<file path="src/rtl/dpram_cd_pkg.sv">
package dpram_cd_pkg;

  typedef enum logic [1:0] {
    ACC_IDLE  = 2'd0,
    ACC_READ  = 2'd1,
    ACC_WRITE = 2'd2
  } acc_e;

  function automatic acc_e acc_kind(input logic en, input logic we);
    if (!en)     return ACC_IDLE;
    else if (we) return ACC_WRITE;
    else         return ACC_READ;
  endfunction

  // port x is disturbed when the other port writes the same location
  // and x itself is active; for the write-write case only port B loses
  function automatic logic is_disturbed(input acc_e self_k, input acc_e other_k,
                                        input logic same_loc, input logic self_has_prio);
    if (!same_loc || other_k != ACC_WRITE || self_k == ACC_IDLE) return 1'b0;
    if (self_k == ACC_WRITE && self_has_prio)                    return 1'b0;
    return 1'b1;
  endfunction

endpackage

</file>
<file path="src/rtl/dpram_cd_arb.sv">
module dpram_cd_arb
  import dpram_cd_pkg::*;
#(
  parameter int AW = 3
) (
  input  logic          clk,
  input  logic          rst_n,
  input  logic          a_en,
  input  logic          a_we,
  input  logic [AW-1:0] a_addr,
  input  logic          b_en,
  input  logic          b_we,
  input  logic [AW-1:0] b_addr,
  output logic          a_wr_go,
  output logic          b_wr_go,
  output logic          a_hit,
  output logic          b_hit,
  output logic          a_clash,
  output logic          b_clash
);

  acc_e a_k, b_k;
  logic same_loc;

  always_comb begin
    a_k      = acc_kind(a_en, a_we);
    b_k      = acc_kind(b_en, b_we);
    same_loc = (a_addr == b_addr);
    a_hit    = is_disturbed(a_k, b_k, same_loc, 1'b1);
    b_hit    = is_disturbed(b_k, a_k, same_loc, 1'b0);
    a_wr_go  = (a_k == ACC_WRITE);
    b_wr_go  = (b_k == ACC_WRITE) && !(same_loc && a_k == ACC_WRITE);
  end

  always_ff @(posedge clk or negedge rst_n) begin
    if (!rst_n) begin
      a_clash <= 1'b0;
      b_clash <= 1'b0;
    end else begin
      a_clash <= a_hit;
      b_clash <= b_hit;
    end
  end

endmodule

</file>
<file path="src/rtl/dpram_cd_store.sv">
module dpram_cd_store #(
  parameter int DEPTH = 8,
  parameter int WIDTH = 8,
  parameter int NP    = 2,
  localparam int AW   = $clog2(DEPTH)
) (
  input  logic                      clk,
  input  logic                      rst_n,
  input  logic [NP-1:0]             wr_go,
  input  logic [NP-1:0]             rd_go,
  input  logic [NP-1:0][AW-1:0]     addr,
  input  logic [NP-1:0][WIDTH-1:0]  wdata,
  output logic [NP-1:0][WIDTH-1:0]  rdata
);

  logic [WIDTH-1:0] cells [DEPTH];

  // writes never target the same cell here: the arbiter drops the loser
  always_ff @(posedge clk) begin
    for (int p = 0; p < NP; p++) begin
      if (wr_go[p]) cells[addr[p]] <= wdata[p];
    end
  end

  for (genvar p = 0; p < NP; p++) begin : g_rd
    always_ff @(posedge clk or negedge rst_n) begin
      if (!rst_n)        rdata[p] <= '0;
      else if (rd_go[p]) rdata[p] <= cells[addr[p]];
    end
  end

endmodule

</file>
<file path="src/rtl/dpram_cd.sv">
module dpram_cd #(
  parameter int DEPTH = 8,
  parameter int WIDTH = 8,
  localparam int AW   = $clog2(DEPTH)
) (
  input  logic             clk,
  input  logic             rst_n,
  input  logic             a_en,
  input  logic             a_we,
  input  logic [AW-1:0]    a_addr,
  input  logic [WIDTH-1:0] a_wdata,
  output logic [WIDTH-1:0] a_rdata,
  output logic             a_clash,
  input  logic             b_en,
  input  logic             b_we,
  input  logic [AW-1:0]    b_addr,
  input  logic [WIDTH-1:0] b_wdata,
  output logic [WIDTH-1:0] b_rdata,
  output logic             b_clash
);

  logic a_wr_go, b_wr_go, a_hit, b_hit;
  logic [1:0]            rd_go;
  logic [1:0][AW-1:0]    addr_v;
  logic [1:0][WIDTH-1:0] wdata_v, rdata_v;

  dpram_cd_arb #(.AW(AW)) arb_i (
    .clk(clk), .rst_n(rst_n),
    .a_en(a_en), .a_we(a_we), .a_addr(a_addr),
    .b_en(b_en), .b_we(b_we), .b_addr(b_addr),
    .a_wr_go(a_wr_go), .b_wr_go(b_wr_go),
    .a_hit(a_hit), .b_hit(b_hit),
    .a_clash(a_clash), .b_clash(b_clash)
  );

  assign rd_go   = {b_en && !b_we, a_en && !a_we};
  assign addr_v  = {b_addr, a_addr};
  assign wdata_v = {b_wdata, a_wdata};

  dpram_cd_store #(.DEPTH(DEPTH), .WIDTH(WIDTH), .NP(2)) store_i (
    .clk(clk), .rst_n(rst_n),
    .wr_go({b_wr_go, a_wr_go}),
    .rd_go(rd_go),
    .addr(addr_v),
    .wdata(wdata_v),
    .rdata(rdata_v)
  );

  assign a_rdata = rdata_v[0];
  assign b_rdata = rdata_v[1];

endmodule

</file>
<file path="config.mk">
export PLATFORM = sky130hd
export DESIGN_NAME = dpram_cd
export DESIGN_NICKNAME = d
export VERILOG_FILES = /design/src/rtl/dpram_cd_pkg.sv /design/src/rtl/dpram_cd_arb.sv /design/src/rtl/dpram_cd_store.sv /design/src/rtl/dpram_cd.sv
export SDC_FILE = /design/constraint.sdc
export NUM_CORES = 1
export LEC_CHECK = 0
export CORE_ASPECT_RATIO = 0.6
export CORE_MARGIN = 3
export CORE_UTILIZATION = 45
export CTS_CLUSTER_DIAMETER = 150
export CTS_CLUSTER_SIZE = 28
export DETAILED_ROUTE_END_ITERATION = 6
export DONT_BUFFER_PORTS = 1
export GPL_ROUTABILITY_DRIVEN = 1
export PLACE_DENSITY = 0.7
export RECOVER_POWER = 50
export SLEW_MARGIN = 10
export SYNTH_ARGS = -nofsm -noshare
export SYNTH_HDL_FRONTEND = slang
export SYNTH_HIERARCHICAL = 1
export SYNTH_SLANG_ARGS = --single-unit
</file>
<file path="constraint.sdc">
create_clock -name clk -period 2.21 [get_ports clk]
set_input_delay 0.3315 -clock clk [delete_from_list [all_inputs] [get_ports clk]]
set_output_delay 0.3315 -clock clk [all_outputs]
set_load 0.02 [all_outputs]
</file>
Yosys cells after proc, flatten, opt, wreduce, memory -nomap -nowiden
Memory sizes are Yosys's and may differ from the RTL's. A register that Yosys moved wholly into a read port is not among the register bits. Index checks and enable logic that the tools add are counted.

Memories kept: 1. Bits in registers: 2. Latch bits: 0. Output and inout bits: 18. Input bits: 28. RAM bits: 64. Memory bits (read-only): 0.

$lt $le $gt $ge: 0. Multipliers: 0. Div/mod/pow operators: 0. Reductions and logical operators: 16. Shifts and indexed selects: 0. Eq/ne operators: 5. Bitwise operators: 0. Add/subtract/negate cells: 0. Multiplexer cells: 17.

Memories: store_i.cells (depth 8, width 8, rd ports 2, clocked after memory_dff 2, wr ports 2, RTL line dpram_cd_store.sv:16) `logic [WIDTH-1:0] cells [DEPTH];`.

Operators with widths (count): $mux W1 (13); $mux W2 (4); $logic_not A1 Y1 (6); $eq A2 B2 Y1 const B (2); $logic_and A1 B1 Y1 (4); $logic_not A2 Y1 (2); $logic_or A1 B1 Y1 (4); $ne A2 B2 Y1 const B (2); $eq A3 B3 Y1 (1).

Longest topological paths before layout
Gate-level depths: netlist (run 1).

Depth after elaboration: 9. Mapped depth: 7. Depth with buffers taken out: 6.

Modules after synthesis
Netlist (run 1), hierarchy kept.

By module, submodules not included: dpram_cd_store (sequential area each 2322.2 µm², cells an instance 300, area an instance 4561.9 µm², instances 1); dpram_cd_arb (sequential area each 50.0 µm², cells an instance 12, area an instance 120.1 µm², instances 1); dpram_cd (sequential area each 0.0 µm², cells an instance 2, area an instance 27.5 µm², instances 1).

Worst setup path after synthesis (run 1)
No wires, ideal clock.

Path type: input-to-reg. Start: input b_addr[0]. End: memory store_i.cells[2][0] (enable). Data arrival time: 1.697 ns. Path slack: 0.138 ns. Setup time: 0.375 ns. Buffers on the path: 1. Cell stages on the path: 6. Required time: 1.835 ns. Path through: xor2_1 o311a_1 buf_2 nand2b_2 nor3b_4 o21bai_1.

RTL lines: start, declared (RTL line dpram_cd.sv:16) `input logic [AW-1:0] b_addr,`; end, declared (RTL line dpram_cd_store.sv:16).

==> metrics.md, run 1 <==
| Metric | Value |
|---|---|
| Sequential share of the synthesized area | 0.504 |
| CP arrival | roughly 2.1 ns |
| Synth top cells by count | edfxtp_1, mux2_2, mux2i_1 |
| Synthesis-to-finish area growth | 7.89% |
| Synth warn | 6 |
| DIE AREA | 11800 sq um |
| Antenna Violating Nets Remaining | 0 |
| Complex-gate fraction of the synthesized area | 0.0266 |
| Layout cell share with drive strength beyond 1 | 0.343 |
| Setup TNS | 0 ns |
| Placer congestion estimate | 0.899 |
| Via count | between 2000 and 3000 |
| Fin. max-slew vios | 0 |
| Row count | 28 |
| Gr usage total | 0.213 |
| Antenna diodes | 0 |
| Main synth FF type | edfxtp_1 |
| Avg Cell Area, Syn | approximately 15 sq um |
| Final setup fails | 0 |
| Worst Setup End Kind | flip-flop |
| Hold Crit Class | input pin to flip-flop |
| IO Port Bufs | 0 |
| Slowest CP cell | clkbuf_1 |
| Period utilization | 0.920 |
| Fmax | 0.492 GHz |
| Synth cell types | 31 |
| Post-Synth Simple-Gate Area | 0.0651 |
| Post-synthesis mux area share | 0.366 |
| Nets | 350 |
| Area leader, netlist | edfxtp_1 |
| Largest family of logic cells by synthesized area | multiplexers |
| CTS Root Cell | clkbuf_16 |
| # IOs | 46 |
| Worst-Skew Late Latency | 0.35 ns |
| CP cell instances | xor2_1 > o311a_1 > nand2b_1 > nor3b_1 > clkbuf_1 > mux2_2 |
| Number of synthesized flops with an enable pin | 64 |
| RSZ-0062 raised after global routing | no |
| Critical path required time | 2.30 ns |
| 1st-pass router iterations | 5 |
| Vias per std cell | 6.19 |
| TritonCTS Buffers | 9 |
| DRC violations left | 0 |
| Outcome | completed |
| Syn_nets | between 300 and 400 |
| Post-synthesis adder-cell area fraction | 0 |
| Cells after Synth | 314 |
| Total gr overflow | 0 |
| Leak | 0.00190 uW |
| Initial Util | 0.470 |
| First-pass GRT wire length | 18400 microns |
| Core area | 10000 sq um |
| Max cap viols | 0 |
| Vias in the first global route | 2797 |
| Post-layout instance area | 5080 sq um |
| Fin. Hold Viols | 0 |
| Power Dens Cells | 726 nW/um^2 |
| H-tree depth reported by CTS | 3 |
| CP Max Fanout | 41 |
| Max transition margin | 0.160 |
| Crit-path max cell delay | 0.46 ns |
| Type of origin of the critical path | input pin |
| Synth Area in XOR/XNOR | 0.00558 |
| Worst-Margin Slew | 1.26 ns |
| First-iteration detailed-routing DRC count | 329 |
| CTS clock-pin slew for the worst setup and hold paths | 0.06 ns |
| Yosys reg bits | 82 |
| Dpl hpwl | roughly 8600 microns |
| Placed Area | approximately 4800 sq um |
| Total Wirelength | ~12000 microns |
| Cell area after synthesis | around 4700 sq um |
| Top post-synthesis cells by area | edfxtp_1, mux2_2, mux2i_1 |
| Sink Count | a little over 80 |
| Critical path class | input pin to flip-flop |
| Antenna violations before repair | 0 |
| Die Wd | 138 microns |
| Fillers | between 800 and 900 |
| Die Y | 85.2 microns |
| Largest net degree at the start of global routing | between 40 and 50 |
| Clock period minus worst slack | 2.03 ns |
| Buf/Inv on CP | 1 |
| Clock skew | between 0.008 and 0.009 ns |
| Max Buffers Root-to-Sink | 2 |
| VDD IR max | 0.401 mV |
| CTS tree | done |
| Synth top area share | 0.408 |
| # Post-CTS Setup Buffers | 0 |
| Crit-path leading delay family | buffers and inverters |
| Fraction of registers with async set/reset | 0.220 |
| WL/cell | 26.4 microns |
[sequential cells by signal, indices dropped and copies added, names as in the netlist]
register       flops
arb_i/b_clash      1
arb_i/a_clash      1
store_i/rdata     16
store_i/cells     64
[cells by family (layout without fill, tap and decap cells)]
logic type / after synthesis / after routing
XOR/XNOR: 3 / 3
buffers and inverters: 20 / 33
flip-flops: 82 / 82
AO/OA/AOI/OAI: 23 / 23
AND/OR/NAND/NOR: 42 / 42
multiplexers: 144 / 144
[cell usage in the layout (no fill, tap or decap), types with 2 or more instances in the layout]
master     Yosys  routed
edfxtp_1      64      64
nor2_1        16      16
clkbuf_1       3       6
mux4_2        16      16
clkbuf_16      0      10
nand4b_2       3       3
nor3b_1        0       2
nand2_1        5       5
nand2b_1       3       4
xnor2_1        2       2
buf_4          3      11
or2_2          2       2
o21ai_0        4       4
mux2_2        64      63
nor3_1         3       3
o21bai_1       2       2
nor2b_4        2       2
a21oi_1       16      16
mux2i_1       64      64
dfrtp_1       18      18
[power by group]
group	leakage, uW	total (uW)	switching, uW	internal (uW)
clock network	0.000140	1450	588	859
logic	0.000976	352	154	199
registers	0.000785	1890	122	1770
total	0.00190	3690	864	2830
[metrics by stage]
step | power, uW | setup slack [ns] | cells | hold WS (ns) | utilization
floorplan | 2220 | 0.138 | 314 | 0.0359 | -
global placement | 2250 | -0.0712 | 445 | 0.0363 | 0.483
global route | 3810 | 0.125 | 462 | 0.142 | 0.507
finish | 3690 | 0.178 | 462 | 0.150 | 0.507
detailed placement | 2270 | -0.105 | 445 | 0.0363 | 0.483
CTS | 3700 | 0.274 | 462 | 0.138 | 0.512
[layout make-up]
cell class                 count  area [sq um]  area share
tap                          135           169      0.0332
multi-input combinational    212          2140       0.422
timing repair buffer          16           109      0.0214
clock buffer                  14           275      0.0542
inverter                       1          3.75    0.000739
clock inverter                 2          10.0     0.00197
sequential                    82          2370       0.467
[repair_timing]
item / in CTS / in global routing
hold endpoints to repair: 18 / 0
resized for setup: 0 / 0
hold buffers: 1 / 0
[metal layers]
metal / share of wire / track usage
met1: 0.48 / 0.327
met2: 0.40 / 0.279
met3: 0.11 / 0.0878
met4: 0.011 / 0.0430
met5: 0 / 0
[worst reg2reg max path: cells and delay by family (launching register included)]
kind           cells  cell delay (ns)
multiplexers       2             0.63
flip-flops         1             0.39
AO/OA/AOI/OAI      1             0.17
[worst paths after layout]
kind                                               start                             to  slack, ns  cells past startpoint
max in group asynchronous                          rst_n   store_i/rdata[7]$_DFFE_PN0P_       1.21                      1
setup / recovery                               b_addr[0]  store_i/cells[2][4]$_DFFE_PP_       0.18                      6
setup reg to reg           store_i/cells[1][5]$_DFFE_PP_  store_i/rdata[13]$_DFFE_PN0P_       0.94                      3
min in group asynchronous                          rst_n  store_i/rdata[10]$_DFFE_PN0P_       0.52                      1
hold reg to reg             store_i/rdata[3]$_DFFE_PN0P_   store_i/rdata[3]$_DFFE_PN0P_       0.66                      2
hold / removal                                      a_en        arb_i/a_clash$_DFF_PN0_       0.15                      2
Power figures use the tool's default switching activity.
==> inputs of run 2 (changes only) <==
--- a/config.mk
+++ b/config.mk
@@ -6,7 +6,7 @@
 export NUM_CORES = 1
 export LEC_CHECK = 0
 export CORE_ASPECT_RATIO = 0.6
-export CORE_MARGIN = 3
+export CORE_MARGIN = 2
 export CORE_UTILIZATION = 45
 export CTS_CLUSTER_DIAMETER = 150
 export CTS_CLUSTER_SIZE = 28
==> metrics.md, run 2 (synthesis gave the netlist of run 1 again) <==
| Metric | Value |
|---|---|
| Antenna Violating Nets Remaining | 0 |
| Total gr overflow | 0 |
| Type of origin of the critical path | input pin |
| Fillers | just under 900 |
| RR Endpoint | store_i/rdata[5]$_DFFE_PN0P_ |
| Outcome | completed |
| Row count | 28 |
| DRC violations left | 0 |
| Reg area | about 2400 sq um |
| Critical path required time | between 2 and 2.5 ns |
| Max reg flops | 64 |
| Comb pwr share | 0.098 |
| Power Dens Cells | 707 nW/um^2 |
| GRT met2 Usage | 0.290 |
| CTS Root Cell | clkbuf_16 |
| DIE AREA | 11300 sq um |
| Fmax | 0.491 GHz |
| Hold Startpoint | a_en |
| Hold Path Sink | arb_i/a_clash$_DFF_PN0_ |
| Met3 GRT Util | 0.0946 |
| Clock power share | 0.378 |
| Seq pwr share | 0.523 |
| # IOs | 46 |
| Worst Hold Depth | 2 |
| Max cap viols | 0 |
| Period utilization | 0.922 |
| Max Buffers Root-to-Sink | 2 |
| Multi-input combinational cell area | roughly 2100 sq um |
| Synthesis-to-finish area growth | 8.18% |
| Gr usage total | 0.216 |
| CTS clock-pin slew for the worst setup and hold paths | 0.06 ns |
| Flop-to-flop setup slack | between 0.9 and 1 ns |
| TritonCTS Buffers | 9 |
| Tightest hold margin | 0.159 ns |
| Reg2Reg Depth | 3 |
| Leak | between 0.0015 and 0.002 uW |
| Setup TNS | 0 ns |
| Via count | between 2000 and 3000 |
| Initial Util | 0.470 |
| Worst-Skew Late Latency | 0.34 ns |
| Clock period minus worst slack | just over 2 ns |
| H-tree depth reported by CTS | 3 |
| First-iteration detailed-routing DRC count | 236 |
| IO Port Bufs | 0 |
| GR peak layer | met1 |
| Hold Crit Class | input pin to flip-flop |
| GR Util met1 | 0.315 |
| Vias per std cell | 6.03 |
| Core area | roughly 10000 sq um |
| 1st-pass router iterations | 4 |
| Critical path class | input pin to flip-flop |
| First-pass GRT wire length | 17500 microns |
| CP arrival | 2.06 ns |
| CP Max Fanout | 15 |
| Worst-Margin Slew | 0.863 ns |
| Final setup fails | 0 |
| CTS tree | done |
| Commonest cells after routing, fill and taps aside | mux2_2, mux2i_1, edfxtp_1 |
| Total Wirelength | 11800 microns |
| Placer congestion estimate | a little under 0.9 |
| Worst r2r src | store_i/cells[1][5]$_DFFE_PP_ |
| VDD IR max | 0.467 mV |
| Int Pwr | 2720 uW |
| Fin util | 0.508 |
| Antenna diodes | 0 |
| Vias in the first global route | between 2000 and 3000 |
| RSZ-0062 raised after global routing | no |
| Fin. max-slew vios | 0 |
| Die Wd | 136 microns |
| Sink Count | 82 |
| Max transition margin | 0.421 |
| P_sw | just under 900 uW |
| Nets | 353 |
| Clock skew | around 0.0035 ns |
| WL/cell | around 25 microns |
| Worst Setup End Kind | flip-flop |
| Layout cell share with drive strength beyond 1 | 0.358 |
| Antenna violations before repair | 0 |
| Dpl hpwl | around 8300 microns |
| Largest net degree at the start of global routing | 42 |
| Fin. Hold Viols | 0 |
| Die Y | 83.2 microns |
| Sw Share | 0.244 |
## run 2: changes by cell type in the layout (fill, tap and decap cells not counted), sizes merged
cell / change
clkbuf: -2
clkinvlp: +2
clkinv: +4
inv: -1
## run 2: worst max path at each step
stage	cells after the start	endpoint	start
after floorplan	6	store_i/cells[2][0]$_DFFE_PP_	b_addr[0]
after global placement	7	store_i/cells[5][5]$_DFFE_PP_	b_addr[1]
after detailed placement	5	store_i/cells[0][7]$_DFFE_PP_	b_addr[0]
after CTS	5	store_i/cells[0][3]$_DFFE_PP_	b_addr[0]
after global routing	8	store_i/cells[3][5]$_DFFE_PP_	b_addr[2]
final	8	store_i/cells[3][1]$_DFFE_PP_	b_addr[2]
## run 2: what timing repair did
action	4_1_cts	5_1_grt
setup buffers	0	0
gates resized for setup	0	0
endpoints found under the hold margin	18	0
hold buffers	1	0
## run 2: cell type report
| class | instances | area share |
|---|---|---|
| clock buffer | 9 | 0.0442 |
| clock inverter | 7 | 0.00909 |
| inverter | 1 | 0.000737 |
| multi-input combinational | 212 | 0.421 |
| sequential | 82 | 0.466 |
| tap | 135 | 0.0332 |
| timing repair buffer | 19 | 0.0263 |
## run 2: metal layers
layer	up-vias	part of all wire
li1	1248	-
met2	137	0.41
met5	-	0
met1	1407	0.46
met4	0	0.012
met3	13	0.12
## run 2: critical path, cell delays in order
cell and delay, ns:
xnor2_1 0.15, nand2_1 0.11, o311a_1 0.41, buf_4 0.18, nand4b_1 0.15, clkbuf_1 0.25, o21ai_0 0.16, clkbuf_1 0.30
## run 2: metrics by stage
stage	setup slack (ns)	total power [uW]	area [sq um]	cells
3_5_place_dp	-0.0697	2260	4870	448
2_1_floorplan	0.138	2220	4710	314
5_1_grt	0.126	3730	5090	465
3_3_place_gp	0.0295	2250	4870	448
4_1_cts	0.274	3640	5150	465
6_report	0.172	3600	5090	465
## run 2: power by group through the flow
stage	sequential, uW	combinational, uW	clock, uW
2_1_floorplan	1900	328	0
3_3_place_gp	1910	339	0
3_5_place_dp	1920	345	0
4_1_cts	1890	356	1390
5_1_grt	1900	383	1450
6_report	1890	354	1360
==> inputs of run 3 (changes only) <==
--- a/config.mk
+++ b/config.mk
@@ -13,6 +13,7 @@
 export DETAILED_ROUTE_END_ITERATION = 6
 export DONT_BUFFER_PORTS = 1
 export GPL_ROUTABILITY_DRIVEN = 1
+export GPL_TIMING_DRIVEN = 0
 export PLACE_DENSITY = 0.7
 export RECOVER_POWER = 50
 export SLEW_MARGIN = 10
==> constraint.sdc (replaced) <==
create_clock -name clk -period 2.21 [get_ports clk]
set_input_delay 0.3315 -clock clk [delete_from_list [all_inputs] [get_ports clk]]
set_output_delay 0.3315 -clock clk [all_outputs]
set_load 0.005 [all_outputs]
==> metrics.md, run 3 (synthesis gave the netlist of run 1 again) <==
| Metric | Value |
|---|---|
| Worst-Margin Slew | around 0.77 ns |
| VDD IR max | 0.375 mV |
| Core area | 10000 sq um |
| Via count | ~2800 |
| CP Max Fanout | 6 |
| Total gr overflow | 0 |
| Die Y | 83.2 microns |
| Critical path required time | 2.30 ns |
| Setup TNS | -0.00586 ns |
| Fillers | about 900 |
| Leak | 0.00196 uW |
| Commonest cells after routing, fill and taps aside | mux2_2, mux2i_1, edfxtp_1 |
| Worst Setup End Kind | flip-flop |
| Cells after DPL | between 400 and 500 |
| Final setup fails | 2 |
| Layout cell share with drive strength beyond 1 | 0.381 |
| Antenna Violating Nets Remaining | 0 |
| DIE AREA | 11300 sq um |
| Row count | 28 |
| CP arrival | 2.30 ns |
| Gr usage total | 0.229 |
| Clock period minus worst slack | 2.21 ns |
| WL/cell | between 20 and 30 microns |
| # IOs | 46 |
| Antenna violations before repair | 0 |
| Vias in the first global route | about 3000 |
| Fin util | 0.520 |
| Antenna diodes | 0 |
| Worst slack at placement | -0.554 ns |
| Max transition margin | 0.482 |
| Outcome | complete, but fails checks |
| Vias per std cell | between 6 and 7 |
| First-pass GRT wire length | 18300 microns |
| H-tree depth reported by CTS | 3 |
| Sink Count | 82 |
| DRC violations left | 0 |
| Max Buffers Root-to-Sink | 2 |
| RSZ-0062 raised after global routing | no |
| Die Wd | 136 microns |
| Synthesis-to-finish area growth | 10.6% |
| 1st-pass router iterations | 5 |
| Total Wirelength | approximately 13000 microns |
| Nets | 363 |
| Power Dens Cells | 691 nW/um^2 |
| Max cap viols | 0 |
| CTS tree | done |
| CTS clock-pin slew for the worst setup and hold paths | 0.06 ns |
| Post-layout instance area | 5210 sq um |
| Dpl hpwl | 8550 microns |
| IO Port Bufs | 0 |
| Initial Util | 0.470 |
| Period utilization | 1.00 |
| Type of origin of the critical path | input pin |
| Fmax | ~0.45 GHz |
| TritonCTS Buffers | 9 |
| Max reg flops | 64 |
| Hold Crit Class | input pin to flip-flop |
| Largest net degree at the start of global routing | 19 |
| Worst-Skew Late Latency | 0.34 ns |
| Placer congestion estimate | 0.813 |
| Worst setup margin | -0.00339 ns |
| Clock skew | around 0.004 ns |
| Fin. max-slew vios | 0 |
| Critical path class | input pin to flip-flop |
| Failing checks | setup timing |
| Post-route insts no fill | about 470 |
| CTS Root Cell | clkbuf_16 |
| Fin. Hold Viols | 0 |
| First-iteration detailed-routing DRC count | 317 |
| Placed Area | 4910 sq um |
==> run 3: through the flow <==
stage	power (uW)	hold slack, ns
after floorplan	2170	0.0359
after global routing	3730	0.145
after detailed placement	2300	0.0364
after CTS	3630	0.141
after global placement	2270	0.0363
final	3600	0.153
==> run 3: worst max-delay path, stage by stage <==
cell      delay (ns)
xor2_1          0.22
o311a_1         0.19
buf_2           0.21
nand2b_1        0.19
nor3b_1         0.54
buf_4           0.28
mux2_2          0.35
==> run 3: layout make-up <==
| cell class | count | area, sq um | area share |
|---|---|---|---|
| clock inverters | 6 | 35.0 | 0.00672 |
| clock buffers | 9 | 225 | 0.0432 |
| multi-input cells | 212 | 2180 | 0.419 |
| inverters | 1 | 3.75 | 0.000720 |
| repair buffers | 10 | 77.6 | 0.0149 |
| well taps | 135 | 169 | 0.0324 |
| flip-flops and latches | 82 | 2370 | 0.455 |
| plain buffers | 19 | 146 | 0.0281 |
==> run 3: worst paths after layout <==
check	from	end	slack [ns]	cells after the start
setup / recovery	b_addr[0]	store_i/cells[2][2]$_DFFE_PP_	-0.003	7
hold / removal	a_en	arb_i/a_clash$_DFF_PN0_	0.15	2
setup reg to reg	store_i/cells[6][6]$_DFFE_PP_	store_i/rdata[14]$_DFFE_PN0P_	0.96	3
hold reg to reg	store_i/rdata[4]$_DFFE_PN0P_	store_i/rdata[4]$_DFFE_PN0P_	0.56	2
max in group asynchronous	rst_n	store_i/rdata[9]$_DFFE_PN0P_	1.22	1
min in group asynchronous	rst_n	store_i/rdata[13]$_DFFE_PN0P_	0.51	1
==> run 3: power breakdown <==
part	leakage (uW)	total [uW]	internal [uW]	switching, uW
Sequential	0.000785	1830	1770	59.5
Combinational	0.00106	451	218	233
Clock	0.000118	1320	743	579
==> run 3: what timing repair did <==
item                                    CTS  global route
buffers inserted                          0             5
endpoints found under the setup margin   20            20
resized for setup                         3             1
hold buffers                              1             0
pin swaps                                 0             2
hold endpoints to repair                 18             0
==> run 3: metal layers <==
metal  up-vias  GRT usage  routed length [microns]
li1       1266          -                        -
met2       163      0.339                     5530
met3        10     0.0965                     1550
met5         -          0                        0
met1      1407      0.316                     5380
met4         0     0.0492                       74
